===== src/rtl/rowlink_pkg.sv =====
package rowlink_pkg;
  localparam int LUT_W = 4;
  localparam int OE_W  = 4;

  typedef enum logic [1:0] {
    OE_EVEN_LO = 2'd0,
    OE_EVEN_HI = 2'd1,
    OE_ODD_LO  = 2'd2,
    OE_ODD_HI  = 2'd3
  } oe_bit_e;
endpackage


===== src/rtl/rowlink_cfg.sv =====
module rowlink_cfg
  import rowlink_pkg::*;
#(
  parameter int N_ROW = 4,
  parameter int N_GIN = 4,
  parameter int DW    = 8,
  parameter int AW    = 3
) (
  input  logic                   clk_i,
  input  logic                   rst_ni,
  input  logic                   wr_en_i,
  input  logic [AW-1:0]          wr_addr_i,
  input  logic [DW-1:0]          wr_data_i,
  output logic [N_ROW*LUT_W-1:0] lut_o,
  output logic [N_ROW*OE_W-1:0]  oe_o,
  output logic [N_GIN-1:0]       sel_o
);
  localparam int N_LREG  = (N_ROW*LUT_W)/DW;
  localparam int N_OREG  = (N_ROW*OE_W)/DW;
  localparam int SEL_ADR = N_LREG + N_OREG;

  logic [N_ROW*LUT_W-1:0] lut_q;
  logic [N_ROW*OE_W-1:0]  oe_q;
  logic [N_GIN-1:0]       sel_q;

  always_ff @(posedge clk_i or negedge rst_ni) begin
    if (!rst_ni) begin
      lut_q <= '0;
      oe_q  <= '0;
      sel_q <= '0;
    end else if (wr_en_i) begin
      for (int r = 0; r < N_LREG; r++)
        if (wr_addr_i == AW'(r)) lut_q[r*DW +: DW] <= wr_data_i;
      for (int r = 0; r < N_OREG; r++)
        if (wr_addr_i == AW'(N_LREG + r)) oe_q[r*DW +: DW] <= wr_data_i;
      if (wr_addr_i == AW'(SEL_ADR)) sel_q <= wr_data_i[N_GIN-1:0];
    end
  end

  assign lut_o = lut_q;
  assign oe_o  = oe_q;
  assign sel_o = sel_q;
endmodule


===== src/rtl/rowlink_lut.sv =====
module rowlink_lut
  import rowlink_pkg::*;
(
  input  logic [LUT_W-1:0] cfg_i,
  input  logic             a_i,
  input  logic             b_i,
  output logic             y_o
);
  // AB=00 selects bit 3, AB=11 selects bit 0
  logic [1:0] idx;
  assign idx = 2'd3 - {a_i, b_i};
  assign y_o = cfg_i[idx];
endmodule


===== src/rtl/rowlink_sync.sv =====
module rowlink_sync #(
  parameter int W = 4
) (
  input  logic         clk_i,
  input  logic         rst_ni,
  input  logic [W-1:0] d_i,
  output logic [W-1:0] q_o
);
  logic [W-1:0] s1_q, s2_q;

  always_ff @(posedge clk_i or negedge rst_ni) begin
    if (!rst_ni) begin
      s1_q <= '0;
      s2_q <= '0;
    end else begin
      s1_q <= d_i;
      s2_q <= s1_q;
    end
  end

  assign q_o = s2_q;
endmodule


===== src/rtl/rowlink_xbar.sv =====
module rowlink_xbar
  import rowlink_pkg::*;
#(
  parameter int N_ROW = 4,
  parameter int N_GIN = 4,
  parameter int DW    = 8,
  parameter int AW    = 3
) (
  input  logic               clk_i,
  input  logic               rst_ni,
  input  logic               wr_en_i,
  input  logic [AW-1:0]      wr_addr_i,
  input  logic [DW-1:0]      wr_data_i,
  input  logic [N_ROW-1:0]   row_i,
  input  logic [N_GIN-1:0]   gin_i,
  output logic [N_GIN-1:0]   row_in_o,
  output logic [2*N_ROW-1:0] goe_en_o,
  output logic [2*N_ROW-1:0] goe_dat_o,
  output logic [2*N_ROW-1:0] goo_en_o,
  output logic [2*N_ROW-1:0] goo_dat_o
);
  localparam int N_LINE = 2*N_ROW;

  logic [N_ROW*LUT_W-1:0] lut_cfg;
  logic [N_ROW*OE_W-1:0]  oe_cfg;
  logic [N_GIN-1:0]       sync_sel;
  logic [N_GIN-1:0]       gin_sync;
  logic [N_ROW-1:0]       lut_y;

  rowlink_cfg #(.N_ROW(N_ROW), .N_GIN(N_GIN), .DW(DW), .AW(AW)) u_cfg (
    .clk_i     (clk_i),
    .rst_ni    (rst_ni),
    .wr_en_i   (wr_en_i),
    .wr_addr_i (wr_addr_i),
    .wr_data_i (wr_data_i),
    .lut_o     (lut_cfg),
    .oe_o      (oe_cfg),
    .sel_o     (sync_sel)
  );

  rowlink_sync #(.W(N_GIN)) u_sync (
    .clk_i  (clk_i),
    .rst_ni (rst_ni),
    .d_i    (gin_i),
    .q_o    (gin_sync)
  );

  always_comb begin
    for (int i = 0; i < N_GIN; i++)
      row_in_o[i] = sync_sel[i] ? gin_sync[i] : gin_i[i];
  end

  for (genvar x = 0; x < N_ROW; x++) begin : g_row
    localparam int XN = (x + 1) % N_ROW;
    logic [OE_W-1:0] en;

    rowlink_lut u_lut (
      .cfg_i (lut_cfg[x*LUT_W +: LUT_W]),
      .a_i   (row_i[x]),
      .b_i   (row_i[XN]),
      .y_o   (lut_y[x])
    );

    assign en = oe_cfg[x*OE_W +: OE_W];

    assign goe_en_o[x]         = en[OE_EVEN_LO];
    assign goe_en_o[x+N_ROW]   = en[OE_EVEN_HI];
    assign goo_en_o[x]         = en[OE_ODD_LO];
    assign goo_en_o[x+N_ROW]   = en[OE_ODD_HI];
    assign goe_dat_o[x]        = en[OE_EVEN_LO] & lut_y[x];
    assign goe_dat_o[x+N_ROW]  = en[OE_EVEN_HI] & lut_y[x];
    assign goo_dat_o[x]        = en[OE_ODD_LO]  & lut_y[x];
    assign goo_dat_o[x+N_ROW]  = en[OE_ODD_HI]  & lut_y[x];
  end

  if (N_LINE != 2*N_ROW) begin : g_bad_cfg
    initial $error("line count must be twice row count");
  end
endmodule


===== config.mk =====
export PLATFORM = sky130hd
export DESIGN_NAME = rowlink_xbar
export DESIGN_NICKNAME = d
export VERILOG_FILES = /design/src/rtl/rowlink_pkg.sv /design/src/rtl/rowlink_cfg.sv /design/src/rtl/rowlink_lut.sv /design/src/rtl/rowlink_sync.sv /design/src/rtl/rowlink_xbar.sv
export SDC_FILE = /design/constraint.sdc
export NUM_CORES = 1
export LEC_CHECK = 0
export ABC_CLOCK_PERIOD_IN_PS = 1400
export BUFFER_PORTS_ARGS = -buffer_cell sky130_fd_sc_hd__clkbuf_2
export CELL_PAD_IN_SITES_DETAIL_PLACEMENT = 1
export CELL_PAD_IN_SITES_GLOBAL_PLACEMENT = 1
export CORE_ASPECT_RATIO = 0.75
export CORE_UTILIZATION = 24
export CTS_BUF_LIST = sky130_fd_sc_hd__clkbuf_2 sky130_fd_sc_hd__clkbuf_4 sky130_fd_sc_hd__clkbuf_8
export CTS_CLUSTER_DIAMETER = 200
export DETAILED_ROUTE_END_ITERATION = 8
export PLACE_DENSITY = 0.57
export SLEW_MARGIN = 20
export SYNTH_ARGS = -nofsm -noshare
export SYNTH_HDL_FRONTEND = slang
export SYNTH_SLANG_ARGS = --single-unit

===== constraint.sdc =====
create_clock -name clk_i -period 1.4 [get_ports clk_i]
set_clock_uncertainty 0.2 [all_clocks]
set_input_delay 0.21 -clock clk_i [delete_from_list [all_inputs] [get_ports clk_i]]
set_output_delay 0.21 -clock clk_i [all_outputs]
set_load 0.01 [all_outputs]

==> impl_metrics.tcl, run 1 <==
set metrics [dict create \
    clk_latency_ns 0.29 \
    via_per_inst 4.160 \
    die_area_mm2 0.007925 \
    core_area_mm2 0.007331 \
    cp-end-kind "primary output" \
    status "finished, violations left" \
    slew_headroom_pct 84.06 \
    synthCells 111 \
    violations "setup timing" \
    clkTransAtPathRegs_ns 0.09 \
    path_max_fanout 4 \
    worst_path_largest_cell_delay_ns 0.55 \
    gp_congestion 0.6626 \
    grt_pass1_vias 1335 \
    dpl.hpwl_um 3195 \
    fmax_mhz 522.6 \
    cp-start-kind "register" \
    fin_nets 213 \
    htree_levels 2 \
    drt_iter0_drc 14 \
    die_width_um 102.5 \
    grt-ovfl-total 0 \
    port-buffer-count 57 \
    grt_use_total_pct 12.17 \
    sequentialPowerShare_pct 45.7 \
    synth_nets 133 \
    fp.dieH_um 77.35 \
    start_util_pct 24.78 \
    hold_viol 0 \
    swShare_pct 26.72 \
    synthTopCellsByArea "dfrtp_1 61%, mux2_2 25%, and2_1 5.5%, mux4_2 5.0%, nor4b_4 1.3%" \
    drv_cap 0 \
    areaGrowthSynthToFinish_pct 41.60 \
    ant_nets 0 \
    netlist_area_mm2 0.001817 \
    tightest_slew_ns 0.2359 \
    yosysWarnings 0 \
    critPathTopFamily "multiplexers" \
    worstPathRequired_ns 0.99 \
    rows 27 \
    fin_crit_sh_pct 136.7 \
    layout_common_cells "55 x clkbuf_2, 44 x dfrtp_1, 37 x mux2_2" \
    switching_power_mw 0.9720 \
    grt_pass1_wl_um 7210 \
    powerDensity_mw_per_mm2 1414 \
    slowest_stage "mux4_2" \
    final_core_util_pct 35.09 \
    synth-seq-area-share_pct 60.61 \
    yosys.area.top_type "dfrtp_1" \
    crit_type "reg2out" \
    grt_max_degree 45 \
    wl_um 4259 \
    final_common_cell "clkbuf_2" \
    finalSetupViolCount 20 \
    internal_power_mw 2.665 \
    cp_cell_sequence "mux4_2, and2_4, clkbuf_2" \
    syn_avg_cell_area_um2 16.37 \
    worstPathArrival_ns 1.50 \
    io-pin-count 58 \
    cellLeakagePower_nw 1.214 \
    cts.sinks 44 \
    rsz0062_at_grt "yes" \
    crit_buf_inv 1 \
    diodes 0 \
    numCtsBuffers 5 \
    detailedRoute.firstPassIterationCount 4 \
    setup_ws_ns -0.5134 \
    wl_per_cell_um 14.54 \
    synth_top_area_share_pct 60.61 \
    synthDistinctLibCells 9 \
    period_needed_ns 1.913 \
    ys_seq_elements 44 \
    antenna_found_initial 0 \
    combPwrFrac_pct 27.7 \
    route.detailed.drc 0 \
    drive_above_1_share_pct 73.44 \
    ctsRootBufferMaster "clkbuf_8" \
    finalMaxSlewViolations 0 \
    cts_tree "done" \
    power_mw 3.637 \
    clock_power_share_pct 26.7 \
    ir_drop_mv 0.4451 \
    via_count 1219 \
    hold_path_class "in2reg" \
    cts_buffer_depth 2 \
]
worst paths after layout:
check / start / end / slack [ns] / depth (start not counted)
max: u_cfg.lut_o[0]$_DFFE_PN0P_ / goo_dat_o[0] / -0.51 / 3
min: wr_data_i[4] / u_cfg.lut_o[12]$_DFFE_PN0P_ / 0.008 / 2
max reg2reg: u_cfg.lut_o[9]$_DFFE_PN0P_ / u_cfg.lut_o[9]$_DFFE_PN0P_ / 0.20 / 3
min reg2reg: u_sync.s1_q[2]$_DFF_PN0_ / u_sync.q_o[2]$_DFF_PN0_ / 0.15 / 0
max in group asynchronous: rst_ni / u_cfg.lut_o[0]$_DFFE_PN0P_ / 0.55 / 3
min in group asynchronous: rst_ni / u_sync.s1_q[1]$_DFF_PN0_ / 0.22 / 3
per-layer routing:
| metal | vias to the layer above | share of wire (%) | global-route usage [%] |
|---|---|---|---|
| li1 | 556 | - | - |
| met1 | 627 | 50 | 17.83 |
| met2 | 31 | 45 | 17.67 |
| met3 | 5 | 3.7 | 2.432 |
| met4 | 0 | 1.2 | 4.286 |
| met5 | - | 0 | 0 |
through the flow:
stage	TNS (ns)	instance area (µm²)	setup slack [ns]	instances	hold WS [ns]
3_3_place_gp	-5.896	2357	-0.2090	276	0.01336
2_1_floorplan	-0.2200	1857	-0.01375	111	-0.2856
4_1_cts	-8.795	2537	-0.5303	291	0.009354
6_report	-8.411	2572	-0.5134	293	0.008250
5_1_grt	-9.520	2572	-0.5698	293	0.02072
3_5_place_dp	-6.102	2357	-0.2115	276	0.01375
sequential cells by signal (all words and copies together), names as in the netlist:
register,flops
u_cfg.lut_o,16
u_cfg.oe_o,16
u_cfg.sel_o,4
u_sync.q_o,4
u_sync.s1_q,4
Yosys cell counts, drive strengths merged:
cell type,count
nor4b,1
and2,16
and4bb,1
nand4b,1
mux4,4
nor4bb,2
dfrtp,44
mux2,40
buf,2
area by class of cell:
class	count	area, µm²
Clock buffer	6	76.32
Clock inverter	2	35.03
Multi-Input combinational cell	65	763.2
Tap cell	101	126.4
Timing Repair Buffer	75	470.5
Fill cell	798	4758
Sequential cell	44	1101
power groups by stage:
stage	Combinational (mW)	Clock (mW)	Sequential, mW
after global placement	0.938	0	1.68
after global routing	1.10	1.06	1.70
after CTS	0.994	1.01	1.66
after floorplan	0.529	0	1.70
after detailed placement	0.958	0	1.69
final	1.01	0.970	1.66
what timing repair did:
action / CTS / global route
resized for setup: 1 / 6
endpoints found under the setup margin: 20 / 20
buffers inserted: 2 / 2
endpoints found under the hold margin: 48 / 0
pin swaps: 0 / 0
hold buffers: 5 / 0
logic make-up after synthesis:
group / count (synthesis) / synth area share, %
multiplexers: 44 / 29.75
buffers and inverters: 2 / 0.5510
AND/OR/NAND/NOR: 21 / 9.091
flip-flops: 44 / 60.61
(Power assumes the default switching activity.)
==> run 2: changes to the inputs <==
Settings changed: ABC_AREA set to 1, PLACE_DENSITY 0.57 to 0.6.
==> run 2 against run 1 <==
- non-clock buffer count up 10
- register-to-register slack improved by 0.13 ns
- the flow still finishes with violations (setup timing)
- via count rose by 50%
- flip-flop and latch count is the same
- largest cell class unchanged
- critical endpoint is now goo_dat_o[4]
==> impl_metrics.tcl, run 2 <==
set metrics [dict create \
    status "finished, violations left" \
    violations "setup timing" \
    synthCells 229 \
    synth_top_area_share_pct 55.03 \
    areaGrowthSynthToFinish_pct 41.15 \
    grt-ovfl-total 0 \
    io-pin-count 58 \
    rows 28 \
    place_inst 396 \
    worstPathRequired_ns 0.99 \
    grt_pass1_vias 1809 \
    grt_pass1_wl_um 9370 \
    powerDensity_mw_per_mm2 1214 \
    port-buffer-count 57 \
    grt_use_total_pct 14.33 \
    hold_path.startpoint "wr_data_i[5]" \
    slowest_stage "dfrtp_1" \
    rr_startpoint "u_cfg.lut_o[12]$_DFFE_PN0P_" \
    cts.sinks 44 \
    final_core_util_pct 35.35 \
    die_area_mm2 0.008709 \
    yosysMostFrequentCell "nand2_1" \
    postPlaceCellArea_mm2 0.002480 \
    finalMaxSlewViolations 0 \
    hold_path_class "in2reg" \
    fmax_mhz 633.3 \
    grt_max_degree 17 \
    setup_ws_ns -0.1789 \
    cts_buffer_depth 2 \
    dpl.hpwl_um 4425 \
    worstPathArrival_ns 1.17 \
    synth-seq-area-share_pct 55.03 \
    core_area_mm2 0.007988 \
    ys_seq_elements 44 \
    synth_nets 251 \
    cp-start-kind "register" \
    wl_um 5834 \
    critPathTopFamily "flip-flops" \
    period_needed_ns 1.579 \
    place_ws_ns -0.01440 \
    drv_cap 0 \
    clk_latency_ns 0.29 \
    synth_compound_area_share_pct 5.503 \
    yosysWarnings 0 \
    synthTopCellsByCount "76 x nand2_1, 44 x dfrtp_1, 28 x inv_1" \
    synth_xor_xnor_area_share_pct 0 \
    drt_iter0_drc 114 \
    gp_congestion 0.7692 \
    holdWs_ns 0.001497 \
    finalSetupTns_ns -3.148 \
    cp_cell_sequence "nand2_1, nand3_2, nand2_4, nor2_1, clkbuf_2" \
    synthTopCellsByArea "dfrtp_1 55%, nand2_1 14%, nand4_1 6.3%, inv_1 5.3%, o21ai_2 3.5%" \
    htree_levels 2 \
    tightest_slew_ns 0.3952 \
    power_mw 3.428 \
    diodes 0 \
    path_max_fanout 4 \
    netlist_area_mm2 0.002001 \
    die_width_um 107.4 \
    slew_headroom_pct 73.65 \
    cellLeakagePower_nw 1.517 \
    via_count 1834 \
    antenna_found_initial 0 \
    ir_drop_mv 0.4810 \
    ys.flop_type "dfrtp_1" \
    hold_depth 3 \
    wl_per_cell_um 13.89 \
    reg2reg_depth 4 \
    cts_tree "done" \
    design_area_mm2 0.002824 \
    numCtsBuffers 5 \
    synth.area.mux_share_pct 2.251 \
    fin_nets 336 \
    ys_async_sr_fraction_pct 100.0 \
    finalSetupViolCount 20 \
    detailedRoute.firstPassIterationCount 4 \
    fin_crit_sh_pct 112.8 \
    hold_viol 0 \
    yosys.area.top_type "dfrtp_1" \
    start_util_pct 25.05 \
    syn_avg_cell_area_um2 8.737 \
    rsz0062_at_grt "yes" \
    synthAdderAreaFrac_pct 0 \
    final_common_cell "nand2_1" \
    r2r_slack_ns 0.33 \
    crit_buf_inv 1 \
    ctsRootBufferMaster "clkbuf_8" \
    drive_above_1_share_pct 41.90 \
    holdPathEnd "u_cfg.oe_o[5]$_DFFE_PN0P_" \
    synth_top_family_by_area "simple AND/OR/NAND/NOR gates" \
    crit_type "reg2out" \
    route.detailed.drc 0 \
    synthSimpleGateAreaFrac_pct 28.96 \
    ant_nets 0 \
    via_per_inst 4.367 \
    layout_common_cells "70 x nand2_1, 50 x clkbuf_2, 44 x dfrtp_1" \
    fp.dieH_um 81.07 \
    worst_path_largest_cell_delay_ns 0.40 \
    cp-end-kind "primary output" \
    instances_no_fill 420 \
    timing.rr.end "u_cfg.lut_o[12]$_DFFE_PN0P_" \
    synth-edff-count 0 \
    clkTransAtPathRegs_ns 0.09 \
    synthDistinctLibCells 17 \
]
[run 2: changes by cell type after synthesis, moves of 4 or more]
cell / before / now
and2_1: 16 / 0
inv_1: 0 / 28
mux2_2: 40 / 4
mux4_2: 4 / 0
nand2_1: 0 / 76
nand3_1: 0 / 9
nand4_1: 0 / 20
nor2_1: 0 / 17
o21ai_1: 0 / 8
o21ai_2: 0 / 8
[run 2: power breakdown]
| group | internal (mW) | switching (mW) | total, mW |
|---|---|---|---|
| Sequential | 1.48 | 0.148 | 1.62 |
| Clock | 0.400 | 0.448 | 0.848 |
| Combinational | 0.432 | 0.523 | 0.955 |
[run 2: area by class of cell]
class	instances	area [µm²]
Multi-Input combinational cell	148	842.1
Tap cell	105	131.4
Clock buffer	6	82.58
Inverter	30	112.6
Timing Repair Buffer	85	539.3
Sequential cell	44	1101
Fill cell	978	5164
Clock inverter	2	15.01
[run 2: repair_timing]
item | CTS | global route
hold endpoints to repair | 48 | 0
pin swaps | 7 | 10
hold buffers | 5 | 0
buffers inserted | 3 | 8
resized for setup | 11 | 27
endpoints found under the setup margin | 20 | 20
[run 2: layer usage]
layer | up-vias | track usage [%] | share of wire, % | wire (µm)
met4 | 0 | 4.247 | 1.1 | 67
met3 | 6 | 3.451 | 6.1 | 358
li1 | 895 | - | - | -
met1 | 872 | 21.19 | 51 | 2989
met5 | - | 0 | 0 | 0
met2 | 61 | 20.52 | 41 | 2418
[run 2: logic make-up (layout without fill, tap and decap cells)]
group | after synthesis | count (layout)
flip-flops | 44 | 44
AND/OR/NAND/NOR | 128 | 128
AO/OA/AOI/OAI | 16 | 16
buffers and inverters | 37 | 123
multiplexers | 4 | 4
[run 2: worst reg2reg max path: cells and delay by family (launching register included)]
family | cells | cell delay, ns
DFF | 1 | 0.40
AOI/OAI and AO/OA | 1 | 0.05
and+or+nand+nor | 1 | 0.06
buffers and inverters | 2 | 0.26
[run 2: how the worst max path moves through the flow]
stage / start / cells past startpoint / end / slack, ns
finish: u_cfg.lut_o[2]$_DFFE_PN0P_ / 5 / goo_dat_o[4] / -0.18
floorplan: wr_addr_i[1] / 6 / u_cfg.lut_o[14]$_DFFE_PN0P_ / 0.19
detailed placement: row_i[2] / 7 / goo_dat_o[1] / -0.01
CTS: u_cfg.lut_o[5]$_DFFE_PN0P_ / 5 / goo_dat_o[1] / -0.20
global route: u_cfg.lut_o[2]$_DFFE_PN0P_ / 5 / goe_dat_o[4] / -0.26
global placement: row_i[3] / 7 / goo_dat_o[2] / 0.02
